<file path="config.mk">
export PLATFORM = sky130hd
export DESIGN_NAME = dram_refresh_ctrl
export DESIGN_NICKNAME = d
export VERILOG_FILES = /design/src/rtl/dram_rfr_pkg.sv /design/src/rtl/rfr_rate_timer.sv /design/src/rtl/rfr_backlog.sv /design/src/rtl/rfr_idle_watch.sv /design/src/rtl/rfr_cbr_seq.sv /design/src/rtl/dram_refresh_ctrl.sv
export SDC_FILE = /design/constraint.sdc
export NUM_CORES = 1
export LEC_CHECK = 0
export ABC_CLOCK_PERIOD_IN_PS = 2400
export BUFFER_PORTS_ARGS = -buffer_cell sky130_fd_sc_hd__buf_4
export CORE_MARGIN = 3
export CORE_UTILIZATION = 62
export DETAILED_ROUTE_END_ITERATION = 8
export PLACE_DENSITY_LB_ADDON = 0.25
export SKIP_LAST_GASP = 1
export SYNTH_ARGS = -nofsm -noshare
export SYNTH_HDL_FRONTEND = slang
export SYNTH_HIERARCHICAL = 1
export SYNTH_SLANG_ARGS = --single-unit
</file>
<file path="constraint.sdc">
create_clock -name clk -period 2.4 [get_ports clk]
set_input_delay 0.48 -clock clk [delete_from_list [all_inputs] [get_ports clk]]
set_output_delay 0.48 -clock clk [all_outputs]
set_load 0.01 [all_outputs]
</file>
<file path="src/rtl/dram_rfr_pkg.sv">
package dram_rfr_pkg;
  typedef enum logic [2:0] {
    ST_PAUSE = 3'd0,
    ST_IDLE  = 3'd1,
    ST_CSR   = 3'd2,
    ST_RAS   = 3'd3,
    ST_PRE   = 3'd4
  } rfr_state_e;
endpackage

</file>
<file path="src/rtl/rfr_rate_timer.sv">
module rfr_rate_timer #(
  parameter int REFI_CYC = 781
) (
  input  logic clk,
  input  logic rst_n,
  output logic tick
);
  localparam int TW = $clog2(REFI_CYC + 1);
  localparam logic [TW-1:0] LAST = TW'(REFI_CYC - 1);

  logic [TW-1:0] cnt_q, cnt_d;

  always_comb begin
    tick  = (cnt_q == LAST);
    cnt_d = tick ? '0 : cnt_q + 1'b1;
  end

  always_ff @(posedge clk or negedge rst_n) begin
    if (!rst_n) cnt_q <= '0;
    else        cnt_q <= cnt_d;
  end

  // ticks are isolated pulses
  a_r4_tick_single: assert property (@(posedge clk) disable iff (!rst_n)
    tick |=> !tick);
endmodule

</file>
<file path="src/rtl/rfr_backlog.sv">
module rfr_backlog #(
  parameter int MAX_OWED = 8
) (
  input  logic clk,
  input  logic rst_n,
  input  logic tick,
  input  logic done,
  output logic owed_nz,
  output logic urgent
);
  localparam int OW = $clog2(MAX_OWED + 1);
  localparam logic [OW-1:0] OMAX = OW'(MAX_OWED);

  logic [OW-1:0] owed_q, owed_d;

  always_comb begin
    owed_d = owed_q;
    if (tick && !done) begin
      if (owed_q != OMAX) owed_d = owed_q + 1'b1;
    end else if (done && !tick) begin
      if (owed_q != '0) owed_d = owed_q - 1'b1;
    end
    owed_nz = (owed_q != '0);
    urgent  = (owed_q == OMAX);
  end

  always_ff @(posedge clk or negedge rst_n) begin
    if (!rst_n) owed_q <= '0;
    else        owed_q <= owed_d;
  end

  a_r4_owed_bound: assert property (@(posedge clk) disable iff (!rst_n)
    owed_q <= OMAX);
  a_r4_tick_adds: assert property (@(posedge clk) disable iff (!rst_n)
    (tick && !done && owed_q != OMAX) |=> (owed_q == $past(owed_q) + 1'b1));
endmodule

</file>
<file path="src/rtl/rfr_idle_watch.sv">
module rfr_idle_watch #(
  parameter int IDLE_CYC = 3200000
) (
  input  logic clk,
  input  logic rst_n,
  input  logic ras_n,
  output logic stale
);
  localparam int IW = $clog2(IDLE_CYC + 1);
  localparam logic [IW-1:0] ILIM = IW'(IDLE_CYC);

  logic [IW-1:0] cnt_q, cnt_d;
  logic          ras_prev_q;
  logic          fall;

  always_comb begin
    fall  = ras_prev_q && !ras_n;
    stale = (cnt_q == ILIM);
    if (fall)       cnt_d = '0;
    else if (stale) cnt_d = cnt_q;
    else            cnt_d = cnt_q + 1'b1;
  end

  always_ff @(posedge clk or negedge rst_n) begin
    if (!rst_n) begin
      cnt_q      <= '0;
      ras_prev_q <= 1'b1;
    end else begin
      cnt_q      <= cnt_d;
      ras_prev_q <= ras_n;
    end
  end

  // a row-strobe fall always clears the stale flag
  a_r10_fall_clears: assert property (@(posedge clk) disable iff (!rst_n)
    fall |=> !stale);
endmodule

</file>
<file path="src/rtl/rfr_cbr_seq.sv">
module rfr_cbr_seq
  import dram_rfr_pkg::*;
#(
  parameter int PAUSE_CYC = 25000,
  parameter int WAKE_N    = 8,
  parameter int T_CSR     = 2,
  parameter int T_RAS     = 4,
  parameter int T_RP      = 3
) (
  input  logic clk,
  input  logic rst_n,
  input  logic seq_req,
  input  logic owed_nz,
  input  logic urgent,
  input  logic stale,
  output logic gnt,
  output logic ready,
  output logic own_ras_n,
  output logic own_cas_n,
  output logic rfr_done
);
  localparam int CW = $clog2(PAUSE_CYC + 1);
  localparam int WW = $clog2(WAKE_N + 1);
  localparam logic [CW-1:0] PAUSE_LD = CW'(PAUSE_CYC - 1);
  localparam logic [CW-1:0] CSR_LD   = CW'(T_CSR - 1);
  localparam logic [CW-1:0] RAS_LD   = CW'(T_RAS - 1);
  localparam logic [CW-1:0] RP_LD    = CW'(T_RP - 1);
  localparam logic [WW-1:0] WAKE_LD  = WW'(WAKE_N);

  rfr_state_e    st_q, st_d;
  logic [CW-1:0] cnt_q, cnt_d;
  logic [WW-1:0] wake_q, wake_d;
  logic          gnt_q, gnt_d;
  logic          rdy_q, rdy_d;

  always_comb begin
    st_d     = st_q;
    cnt_d    = cnt_q;
    wake_d   = wake_q;
    gnt_d    = gnt_q;
    rdy_d    = rdy_q;
    rfr_done = 1'b0;
    if (stale) rdy_d = 1'b0;
    case (st_q)
      ST_PAUSE: begin
        if (cnt_q == '0) begin
          st_d   = ST_CSR;
          cnt_d  = CSR_LD;
          wake_d = WAKE_LD;
        end else begin
          cnt_d = cnt_q - 1'b1;
        end
      end
      ST_IDLE: begin
        if (gnt_q) begin
          if (!seq_req) gnt_d = 1'b0;
        end else if (stale) begin
          st_d   = ST_CSR;
          cnt_d  = CSR_LD;
          wake_d = WAKE_LD;
        end else if (owed_nz && (!seq_req || urgent)) begin
          st_d  = ST_CSR;
          cnt_d = CSR_LD;
        end else if (seq_req && rdy_q) begin
          gnt_d = 1'b1;
        end
      end
      ST_CSR: begin
        if (cnt_q == '0) begin
          st_d  = ST_RAS;
          cnt_d = RAS_LD;
        end else begin
          cnt_d = cnt_q - 1'b1;
        end
      end
      ST_RAS: begin
        if (cnt_q == '0) begin
          st_d     = ST_PRE;
          cnt_d    = RP_LD;
          rfr_done = 1'b1;
        end else begin
          cnt_d = cnt_q - 1'b1;
        end
      end
      ST_PRE: begin
        if (cnt_q == '0) begin
          if (wake_q > WW'(1)) begin
            wake_d = wake_q - 1'b1;
            st_d   = ST_CSR;
            cnt_d  = CSR_LD;
          end else begin
            if (wake_q == WW'(1)) rdy_d = 1'b1;
            wake_d = '0;
            st_d   = ST_IDLE;
          end
        end else begin
          cnt_d = cnt_q - 1'b1;
        end
      end
      default: st_d = ST_IDLE;
    endcase
  end

  always_ff @(posedge clk or negedge rst_n) begin
    if (!rst_n) begin
      st_q   <= ST_PAUSE;
      cnt_q  <= PAUSE_LD;
      wake_q <= '0;
      gnt_q  <= 1'b0;
      rdy_q  <= 1'b0;
    end else begin
      st_q   <= st_d;
      cnt_q  <= cnt_d;
      wake_q <= wake_d;
      gnt_q  <= gnt_d;
      rdy_q  <= rdy_d;
    end
  end

  always_comb begin
    gnt       = gnt_q;
    ready     = rdy_q;
    own_ras_n = (st_q != ST_RAS);
    own_cas_n = !((st_q == ST_CSR) || (st_q == ST_RAS));
  end

  // no grant is issued while not ready
  a_r9_no_gnt_unready: assert property (@(posedge clk) disable iff (!rst_n)
    $rose(gnt_q) |-> $past(rdy_q));
  // a full backlog with free strobes starts a refresh at once
  a_r7_urgent_first: assert property (@(posedge clk) disable iff (!rst_n)
    (st_q == ST_IDLE && !gnt_q && urgent) |=> (st_q == ST_CSR));
  // a held request keeps its grant
  a_r8_hold_grant: assert property (@(posedge clk) disable iff (!rst_n)
    (gnt_q && seq_req) |=> gnt_q);
  // ready only rises at the end of a precharge phase
  a_r2_ready_after_wake: assert property (@(posedge clk) disable iff (!rst_n)
    $rose(rdy_q) |-> ($past(st_q) == ST_PRE));
endmodule

</file>
<file path="src/rtl/dram_refresh_ctrl.sv">
module dram_refresh_ctrl #(
  parameter int PAUSE_CYC = 25000,
  parameter int REFI_CYC  = 781,
  parameter int IDLE_CYC  = 3200000,
  parameter int WAKE_N    = 8,
  parameter int MAX_OWED  = 8,
  parameter int T_CSR     = 2,
  parameter int T_RAS     = 4,
  parameter int T_RP      = 3
) (
  input  logic clk,
  input  logic rst_n,
  input  logic seq_req,
  output logic seq_gnt,
  output logic ready,
  input  logic seq_ras_n,
  input  logic seq_cas_n,
  input  logic seq_we_n,
  output logic ras_n,
  output logic cas_n,
  output logic we_n
);
  logic [1:0] rst_sync_q;
  logic       rst_ns;
  logic       tick, done, owed_nz, urgent, stale;
  logic       gnt, own_ras_n, own_cas_n;

  always_ff @(posedge clk or negedge rst_n) begin
    if (!rst_n) rst_sync_q <= 2'b00;
    else        rst_sync_q <= {rst_sync_q[0], 1'b1};
  end
  assign rst_ns = rst_sync_q[1];

  rfr_rate_timer #(.REFI_CYC(REFI_CYC)) timer_i (
    .clk(clk), .rst_n(rst_ns), .tick(tick));

  rfr_backlog #(.MAX_OWED(MAX_OWED)) backlog_i (
    .clk(clk), .rst_n(rst_ns), .tick(tick), .done(done),
    .owed_nz(owed_nz), .urgent(urgent));

  rfr_idle_watch #(.IDLE_CYC(IDLE_CYC)) idle_i (
    .clk(clk), .rst_n(rst_ns), .ras_n(ras_n), .stale(stale));

  rfr_cbr_seq #(
    .PAUSE_CYC(PAUSE_CYC), .WAKE_N(WAKE_N),
    .T_CSR(T_CSR), .T_RAS(T_RAS), .T_RP(T_RP)
  ) seq_i (
    .clk(clk), .rst_n(rst_ns), .seq_req(seq_req), .owed_nz(owed_nz),
    .urgent(urgent), .stale(stale), .gnt(gnt), .ready(ready),
    .own_ras_n(own_ras_n), .own_cas_n(own_cas_n), .rfr_done(done));

  always_comb begin
    seq_gnt = gnt;
    if (gnt) begin
      ras_n = seq_ras_n;
      cas_n = seq_cas_n;
      we_n  = seq_we_n;
    end else begin
      ras_n = own_ras_n;
      cas_n = own_cas_n;
      we_n  = 1'b1;
    end
  end

  // a row-strobe fall in an owned stretch follows a low column strobe
  a_r3_cas_first: assert property (@(posedge clk) disable iff (!rst_ns)
    (!seq_gnt && $past(!seq_gnt) && $fell(ras_n)) |-> $past(!cas_n));
  // the grant only rises in answer to a request
  a_r8_gnt_needs_req: assert property (@(posedge clk) disable iff (!rst_ns)
    $rose(seq_gnt) |-> $past(seq_req));
endmodule

</file>
==> flow_metrics.tcl, run 1 <==
set metrics [dict create \
    synth_ff_type "dfrtp_1" \
    antenna_found_initial 0 \
    cellInternalPower_mw 1.67 \
    portBuffers 10 \
    core_um2 5640 \
    yosys.cell_types.count 72 \
    synthCells 386 \
    avgSynthCellArea_um2 9.62 \
    drtAntennaViolNets 0 \
    hold_violations 0 \
    gr-usage-all-layers 0.271 \
    die_h_um 83.4 \
    design_area_um2 4780 \
    slowest_delay_ps 450 \
    synthesis.area_um2 3710 \
    wl_per_cell_um 18.9 \
    first_pass_iters 5 \
    ys_seq_area_frac 0.428 \
    ys_ff_latch 63 \
    r2r_cells 11 \
    finalWirelength_um 10100 \
    use_met1 0.325 \
    fillers 280 \
    cts_max_level 3 \
    p_leak_nw 2.07 \
    synth_top_area_cell "dfrtp_1" \
    hpwl_um 5950 \
    powerDensity_nw_per_um2 465 \
    worst_ir_drop_vdd_mv 0.376 \
    place_area_um2 4290 \
    critPathKind "reg2reg" \
    clock.fmax_mhz 400 \
    postSynth.asyncResetShare 1.00 \
    setup_viol 8 \
    io_pins 11 \
    grt_pass1_vias 3326 \
    skew_ps 6.45 \
    placed_cells 509 \
    synthesis.nets 403 \
    grt_util_met3 0.0615 \
    nNetsFinal 477 \
    cts_max_path_buffers 2 \
    switching_power_uw 549 \
    grt_start_max_net_pins 62 \
    drcViolationCount 0 \
    clock-sinks 63 \
    hold_path.class "reg2async" \
    pwr-share-clk 0.417 \
    combPwrFrac 0.086 \
    crit_chain "inv_2 > ha_4 > or4b_4 > or3_4 > inv_2 > nand2b_4 > ha_4 > a21oi_2 > and3_1 > o21ai_2 > xnor2_1" \
    synth_top_area_frac 0.364 \
    rsz0062_at_grt "true" \
    die_x_um 83.4 \
    cts_buffers 9 \
    use_met2 0.465 \
    startpoint_type "flip-flop" \
    clk_latency_ps 350 \
    cp-startpoint "seq_i/cnt_q[0]" \
    status "complete, but fails checks" \
    viasPerCell 6.56 \
    synth.most_common_cell "dfrtp_1" \
    worstMarginPinSlew_ps 528 \
    slew_headroom 0.645 \
    reg2reg_slack_ps -100 \
    grt_overflow 0 \
    r2r_end "backlog_i/owed_q[3]" \
    p_sw_frac 0.247 \
    grt_pass1_wl_um 15300 \
    crit_required_ps 2630 \
    dieArea_um2 6950 \
    fin_crit_sh 1.04 \
    slowest_stage "or4b_4" \
    holdWs_ps 276 \
    yosys-top-cells-count "dfrtp_1, nor2_1, a21oi_1, nand2_1" \
    rows 27 \
    area_growth_pct 28.6 \
    gp_congestion 0.856 \
    drv_slew 0 \
    start_util 0.658 \
    p_seq_frac 0.497 \
    violations "setup timing" \
    yosysWarnings 6 \
    worst-endpoint-arrival_ps 2730 \
    clk_pin_slew_ps 70 \
    antenna_cells 0 \
    finalNonFillerCells 537 \
    root_buffer "clkbuf_8" \
    netlist_top_cells_area "dfrtp_1, dfstp_2, nor2_1" \
    tritoncts "done" \
    vias 3521 \
    cp_max_fo 4 \
    busiest_layer "met2" \
    worst_setup_path_end_kind "flip-flop" \
    finalWorstSetupSlack_ps -97.6 \
    drive_above_1_share 0.348 \
    final.min_clock_period_ps 2500 \
    synth_edf_count 0 \
    drv_cap 0 \
    regToRegStartpoint "seq_i/cnt_q[0]" \
    first_iter_violations 294 \
]
## flip-flops by register name, summed over array words and instances, names as in the netlist
register,count
seq_i/st_q,3
seq_i/gnt,1
backlog_i/owed_q,4
seq_i/wake_q,4
seq_i/ready,1
idle_i/cnt_q,22
idle_i/ras_prev_q,1
timer_i/cnt_q,10
seq_i/cnt_q,15
rst_sync_q,2
## cell usage in the layout, fill, tap and decap left out, types with 6 or more instances in the layout
cell type / instances
xnor2_1: 13
nand2b_1: 8
xor2_1: 9
a21oi_2: 11
ha_1: 8
nor3_1: 14
buf_4: 68
a21oi_1: 20
nor2_1: 36
dfrtp_1: 53
inv_1: 11
or4_1: 6
nand2_1: 20
and3_1: 7
or3_1: 6
o31ai_1: 9
clkbuf_8: 10
or4_4: 7
dfstp_2: 9
nand3_1: 15
o21ai_0: 9
## cells by family (layout without fill, tap and decap cells)
group           Yosys count  after routing  share of synthesized area
mux                       6              6                     0.0179
simple gates            175            175                      0.283
other cells               1              1                    0.00101
fa+ha+maj                11             11                     0.0391
flops                    63             63                      0.428
xor+xnor                 22             22                     0.0519
buf+inv                  29            108                     0.0347
compound gates           79             79                      0.145
## worst max-delay path, delay by kind of cell (launching register included)
kind | cells | cell delay [ps]
buf+inv | 2 | 150
fa+ha+maj | 2 | 340
flops | 1 | 370
compound gates | 2 | 200
simple gates | 4 | 1190
xor+xnor | 1 | 120
## area by class of cell
class,count,area [µm²],area share
clock buffer,12,145,0.0304
clock inverter,4,45.0,0.00943
sequential,63,1590,0.333
timing repair buffer,76,662,0.139
multi-input combinational,294,2180,0.457
tap,72,90.1,0.0189
inverter,16,60.1,0.0126
## metrics by stage
| stage | worst slack (ps) | TNS [ps] | total power [mW] | util |
|---|---|---|---|---|
| floorplan | -11.2 | -11.2 | 1.22 | - |
| global placement | -8.72 | -29.3 | 1.29 | 0.760 |
| detailed placement | -125 | -486 | 1.30 | 0.760 |
| CTS | -63.8 | -63.8 | 2.22 | 0.809 |
| global route | -265 | -1580 | 2.31 | 0.847 |
| finish | -97.6 | -302 | 2.22 | 0.847 |
## layer usage
| layer | share of wire | vias up |
|---|---|---|
| li1 | - | 1577 |
| met1 | 0.39 | 1713 |
| met2 | 0.51 | 180 |
| met3 | 0.063 | 51 |
| met4 | 0.040 | 0 |
| met5 | 0 | - |
## worst max-delay path by stage
stage,endpoint,cells past startpoint
after global placement,seq_i/cnt_q[7],9
after detailed placement,backlog_i/owed_q[3],11
after global routing,backlog_i/owed_q[3],10
after CTS,backlog_i/owed_q[3],11
final,backlog_i/owed_q[3],11
after floorplan,backlog_i/owed_q[3],11
## power groups by stage
stage | Clock (mW) | Combinational (mW) | Sequential (mW)
finish | 0.927 | 0.191 | 1.10
global route | 0.991 | 0.212 | 1.11
CTS | 0.935 | 0.184 | 1.10
detailed placement | 0 | 0.182 | 1.12
global placement | 0 | 0.173 | 1.12
floorplan | 0 | 0.0665 | 1.15
## repair_timing
action | 4_1_cts | 5_1_grt
cloned | 0 | 2
gates resized for setup | 11 | 27
pin swaps | 7 | 19
setup endpoints to repair | 12 | 15
endpoints found under the hold margin | 2 | 0
hold buffers | 1 | 0
setup buffers | 5 | 4
(Power assumes the default switching activity.)
==> inputs of run 2 (changes only) <==
--- a/config.mk
+++ b/config.mk
@@ -5,10 +5,11 @@
 export SDC_FILE = /design/constraint.sdc
 export NUM_CORES = 1
 export LEC_CHECK = 0
-export ABC_CLOCK_PERIOD_IN_PS = 2400
+export ABC_CLOCK_PERIOD_IN_PS = 2280
 export BUFFER_PORTS_ARGS = -buffer_cell sky130_fd_sc_hd__buf_4
 export CORE_MARGIN = 3
-export CORE_UTILIZATION = 62
+export CORE_UTILIZATION = 56
+export CTS_BUF_LIST = sky130_fd_sc_hd__clkbuf_4 sky130_fd_sc_hd__clkbuf_8 sky130_fd_sc_hd__clkbuf_16
 export DETAILED_ROUTE_END_ITERATION = 8
 export PLACE_DENSITY_LB_ADDON = 0.25
 export SKIP_LAST_GASP = 1
==> constraint.sdc (replaced) <==
create_clock -name clk -period 2.28 [get_ports clk]
set_input_delay 0.456 -clock clk [delete_from_list [all_inputs] [get_ports clk]]
set_output_delay 0.456 -clock clk [all_outputs]
set_load 0.01 [all_outputs]
==> run 2 against run 1 <==
Against the previous run:
- the run still ends with setup timing left
- worst setup slack got worse by 170 ps
- first-iteration DRC count decreased by 31%
- via count decreased by 0.91%
- clock power about the same
- core utilization decreased by 5.4 points
- critical endpoint is now backlog_i/owed_q[1]
- largest cell class unchanged
- highest routed layer unchanged
==> flow_metrics.tcl, run 2 (synthesis gave the netlist of run 1 again) <==
set metrics [dict create \
    clock.fmax_mhz 392 \
    holdWs_ps 265 \
    worst-endpoint-arrival_ps 2770 \
    hpwl_um 6190 \
    grt_start_max_net_pins 62 \
    cts_max_level 3 \
    p_leak_nw 2.24 \
    reg_top3 "idle_i/cnt_q: 22 flops, seq_i/cnt_q: 15 flops, timer_i/cnt_q: 10 flops" \
    finalPower_mw 2.31 \
    largest_register_ffs 22 \
    viasPerCell 6.25 \
    clock-sinks 63 \
    die_h_um 87.4 \
    area_growth_pct 36.3 \
    grt_overflow 0 \
    critPathKind "reg2reg" \
    setup_viol 13 \
    hold_path.class "reg2async" \
    cts_buffers 9 \
    crit_required_ps 2500 \
    worst_ir_drop_vdd_mv 0.428 \
    regMostFlops "idle_i/cnt_q" \
    powerDensity_nw_per_um2 457 \
    finalNonFillerCells 558 \
    vias 3489 \
    fin_util 0.793 \
    skew_ps 13.8 \
    fillers 364 \
    core_um2 6390 \
    fin_crit_sh 1.12 \
    regToRegStartpoint "seq_i/cnt_q[0]" \
    die_x_um 87.4 \
    violations "setup timing" \
    final_common_cell "buf_4" \
    rows 29 \
    placed_cells 530 \
    portBuffers 10 \
    cts_max_path_buffers 2 \
    drtAntennaViolNets 0 \
    tritoncts "done" \
    startpoint_type "flip-flop" \
    first_pass_iters 5 \
    drv_slew 0 \
    final.min_clock_period_ps 2550 \
    antenna_found_initial 0 \
    clk_latency_ps 350 \
    gr-usage-all-layers 0.250 \
    hold_violations 0 \
    antenna_cells 0 \
    grt_pass1_vias 3317 \
    r2r_end "backlog_i/owed_q[1]" \
    grt_pass1_wl_um 15000 \
    drcViolationCount 0 \
    finalWirelength_um 10400 \
    rsz0062_at_grt "true" \
    gp_congestion 0.881 \
    drv_cap 0 \
    r2r_cells 11 \
    mostFrequentLayoutCells "buf_4, dfrtp_1, nor2_1" \
    clk_pin_slew_ps 70 \
    first_iter_violations 204 \
    worst_setup_path_end_kind "flip-flop" \
    dieArea_um2 7640 \
    status "complete, but fails checks" \
    cp_max_fo 5 \
    start_util 0.581 \
    wl_per_cell_um 18.6 \
    io_pins 11 \
    root_buffer "clkbuf_8" \
    drive_above_1_share 0.432 \
    reg2reg_slack_ps -270 \
    finalSetupTns_ps -1240 \
    finalWorstSetupSlack_ps -270 \
    nNetsFinal 493 \
]
==> run 2: what timing repair did <==
action | in CTS | in global routing
gates resized for setup | 15 | 59
hold buffers | 1 | 0
pin swaps | 9 | 30
setup endpoints to repair | 22 | 22
gates cloned | 0 | 1
hold endpoints to repair | 2 | 0
setup buffers | 8 | 7
==> run 2: area by class of cell <==
class,instances,area [µm²],share of cell area
Clock buffer,15,181,0.0358
Clock inverter,1,5.00,0.000989
Sequential cell,63,1590,0.314
Tap cell,77,96.3,0.0190
Timing Repair Buffer,91,746,0.147
Multi-Input combinational cell,295,2380,0.471
Inverter,16,60.1,0.0119
==> run 2: critical path, stage by stage (launching register included) <==
cell      delay [ps]
dfstp_2          370
inv_2             60
ha_1             130
or4b_4           470
or3_4            390
inv_2             70
nand2b_4         160
buf_6            110
buf_6             80
fa_2             420
nand2_1          100
nand2_1           80
==> run 2: power breakdown <==
part	internal (mW)	switching, mW	total (mW)
sequential	1.15	0.0234	1.17
combinational	0.0946	0.121	0.215
clock	0.502	0.423	0.926
==> run 2: how the worst max path moves through the flow <==
stage	start	to	slack, ps
floorplan	seq_i/cnt_q[0]	backlog_i/owed_q[3]	-130
global placement	seq_i/cnt_q[0]	backlog_i/owed_q[3]	-120
detailed placement	idle_i/cnt_q[11]	seq_i/cnt_q[7]	-330
CTS	seq_i/cnt_q[0]	backlog_i/owed_q[3]	-130
global route	seq_i/cnt_q[0]	backlog_i/owed_q[3]	-340
finish	seq_i/cnt_q[0]	backlog_i/owed_q[1]	-270
==> run 2: per-layer routing <==
metal  vias to the layer above  routed length [µm]  share of wire  GRT usage
li1                       1622                   -              -          -
met1                      1722                4220           0.41      0.311
met2                       108                5360           0.52      0.421
met3                        37                 453          0.044     0.0577
met4                         0                 362          0.035     0.0948
met5                         -                   0              0          0
==> run 2: stage by stage <==
stage / setup slack (ps) / instance area (µm²)
after floorplan: -131 / 3770
after global placement: -117 / 4440
after detailed placement: -333 / 4440
after CTS: -131 / 4760
after global routing: -340 / 5060
final: -270 / 5060
==> inputs of run 3 (changes only) <==
--- a/config.mk
+++ b/config.mk
@@ -11,7 +11,8 @@
 export CORE_UTILIZATION = 56
 export CTS_BUF_LIST = sky130_fd_sc_hd__clkbuf_4 sky130_fd_sc_hd__clkbuf_8 sky130_fd_sc_hd__clkbuf_16
 export DETAILED_ROUTE_END_ITERATION = 8
-export PLACE_DENSITY_LB_ADDON = 0.25
+export PLACE_DENSITY = 0.76
+export REMOVE_ABC_BUFFERS = 1
 export SKIP_LAST_GASP = 1
 export SYNTH_ARGS = -nofsm -noshare
 export SYNTH_HDL_FRONTEND = slang
==> run 3 against run 2 <==
Against the previous run:
- the run still ends with setup timing left
- via count is 7.3% higher
- critical path depth stayed put
- die area stayed put
- sequential power hardly changed
- clock power is 16% higher
- worst hold slack worse by 66 ps
- core utilization is 1.3 points higher
- combinational power is 2% higher
- critical path type unchanged
- largest cell class unchanged
==> flow_metrics.tcl, run 3 (synthesis gave the netlist of run 1 again) <==
set metrics [dict create \
    clock-sinks 63 \
    p_seq_frac 0.477 \
    drcViolationCount 0 \
    fin_crit_sh 1.14 \
    rsz0062_at_grt "true" \
    worst_ir_drop_vdd_mv 0.513 \
    cts_buffers 9 \
    grt_pass1_wl_um 15100 \
    powerDensity_nw_per_um2 479 \
    drtAntennaViolNets 0 \
    drv_slew 0 \
    rows 29 \
    register_area_um2 1590 \
    die_x_um 87.4 \
    finalWirelength_um 12000 \
    critPathKind "reg2reg" \
    hold_violations 0 \
    finalPower_mw 2.46 \
    placed_cells 535 \
    start_util 0.581 \
    p_leak_nw 2.27 \
    reg_top3 "idle_i/cnt_q: 22 flops, seq_i/cnt_q: 15 flops, timer_i/cnt_q: 10 flops" \
    grt_overflow 0 \
    mostFrequentLayoutCells "buf_4, dfrtp_1, nor2_1" \
    dieArea_um2 7640 \
    hpwl_um 6100 \
    tritoncts "done" \
    antenna_found_initial 0 \
    regMostFlops "idle_i/cnt_q" \
    r2r_cells 11 \
    setup_viol 22 \
    antenna_cells 0 \
    multi_input_comb_area_um2 2360 \
    finalSetupTns_ps -2630 \
    fillers 351 \
    core_um2 6390 \
    pwr-share-clk 0.433 \
    wl_per_cell_um 21.2 \
    grt_start_max_net_pins 46 \
    startpoint_type "flip-flop" \
    gp_congestion 0.835 \
    final.min_clock_period_ps 2590 \
    first_iter_violations 386 \
    reg2reg_slack_ps -310 \
    grt_pass1_vias 3251 \
    nNetsFinal 503 \
    clk_pin_slew_ps 80 \
    cellInternalPower_mw 1.84 \
    clock.fmax_mhz 386 \
    drv_cap 0 \
    io_pins 11 \
    worstMarginPinSlew_ps 574 \
    status "complete, but fails checks" \
    worst-endpoint-arrival_ps 2860 \
    gr-usage-all-layers 0.255 \
    die_h_um 87.4 \
    worst_setup_path_end_kind "flip-flop" \
    combPwrFrac 0.089 \
    cts_max_path_buffers 2 \
    vias 3745 \
    violations "setup timing" \
    area_growth_pct 38.6 \
    p_sw_frac 0.252 \
    slew_headroom 0.614 \
    cp_max_fo 3 \
    drive_above_1_share 0.418 \
    finalWorstSetupSlack_ps -312 \
    clk_latency_ps 360 \
    cts_max_level 3 \
    switching_power_uw 620 \
    skew_ps 11.1 \
    portBuffers 10 \
    finalNonFillerCells 568 \
    final_common_cell "buf_4" \
    largest_register_ffs 22 \
    crit_required_ps 2540 \
    first_pass_iters 5 \
    hold_path.class "reg2async" \
    viasPerCell 6.59 \
    root_buffer "clkbuf_8" \
]
## run 3: cell count changes in the layout (fill, tap and decap cells not counted), sizes merged
cell	change
buf	+9
clkinv	+2
bufinv	+1
clkbuf	-1
inv	-1
## run 3: worst max-delay path, cell delays in order, from the launching register on
cell and delay, ps:
dfstp_2 370, inv_2 60, ha_1 120, or4b_4 460, or3_4 350, inv_2 80
nand2b_4 140, ha_1 240, a21oi_4 80, a21oi_1 230, o21ai_2 110, xnor2_1 250
## run 3: cell type report
type                            count  area share
Clock buffer                       13      0.0336
Clock inverter                      3     0.00778
Tap cell                           77      0.0187
Inverter                           16      0.0117
Multi-Input combinational cell    295       0.459
Timing Repair Buffer              101       0.160
Sequential cell                    63       0.309
## run 3: timing repair
item                       in CTS  in global routing
hold buffers                    1                  0
hold endpoints to repair        2                  0
resized for setup              24                 51
pin swaps                       4                 30
setup endpoints to repair      21                 23
gates cloned                    0                  3
setup buffers                   6                  8
## run 3: path summary, 6_finish.rpt
| path | start | endpoint |
|---|---|---|
| hold reg to reg | rst_sync_q[1] | idle_i/cnt_q[1] |
| hold / removal | rst_sync_q[1] | idle_i/cnt_q[1] |
| setup reg to reg | seq_i/cnt_q[0] | backlog_i/owed_q[3] |
| setup / recovery | seq_i/cnt_q[0] | backlog_i/owed_q[3] |
| max in group asynchronous | rst_sync_q[1] | seq_i/cnt_q[2] |
| min in group clk | rst_sync_q[0] | rst_sync_q[1] |
## run 3: power by group through the flow
stage          clock (mW)  combinational, mW  sequential [mW]
2_1_floorplan           0             0.0692             1.21
3_3_place_gp            0              0.186             1.19
3_5_place_dp            0              0.189             1.19
4_1_cts              1.05              0.195             1.17
5_1_grt              1.11              0.231             1.18
6_report             1.07              0.220             1.18
## run 3: through the flow
stage | util | hold slack (ps) | cell area [µm²] | setup WS, ps
floorplan | - | 160 | 3640 | -256
global placement | 0.690 | 203 | 4400 | -172
detailed placement | 0.690 | 203 | 4400 | -276
CTS | 0.749 | 209 | 4780 | -138
global route | 0.805 | 226 | 5140 | -372
finish | 0.805 | 199 | 5140 | -312
## run 3: per-layer routing
| metal | vias up | track usage | part of all wire |
|---|---|---|---|
| met2 | 210 | 0.411 | 0.50 |
| met3 | 62 | 0.0464 | 0.071 |
| met1 | 1837 | 0.329 | 0.39 |
| met4 | 0 | 0.128 | 0.045 |
| met5 | - | 0 | 0 |
| li1 | 1636 | - | - |
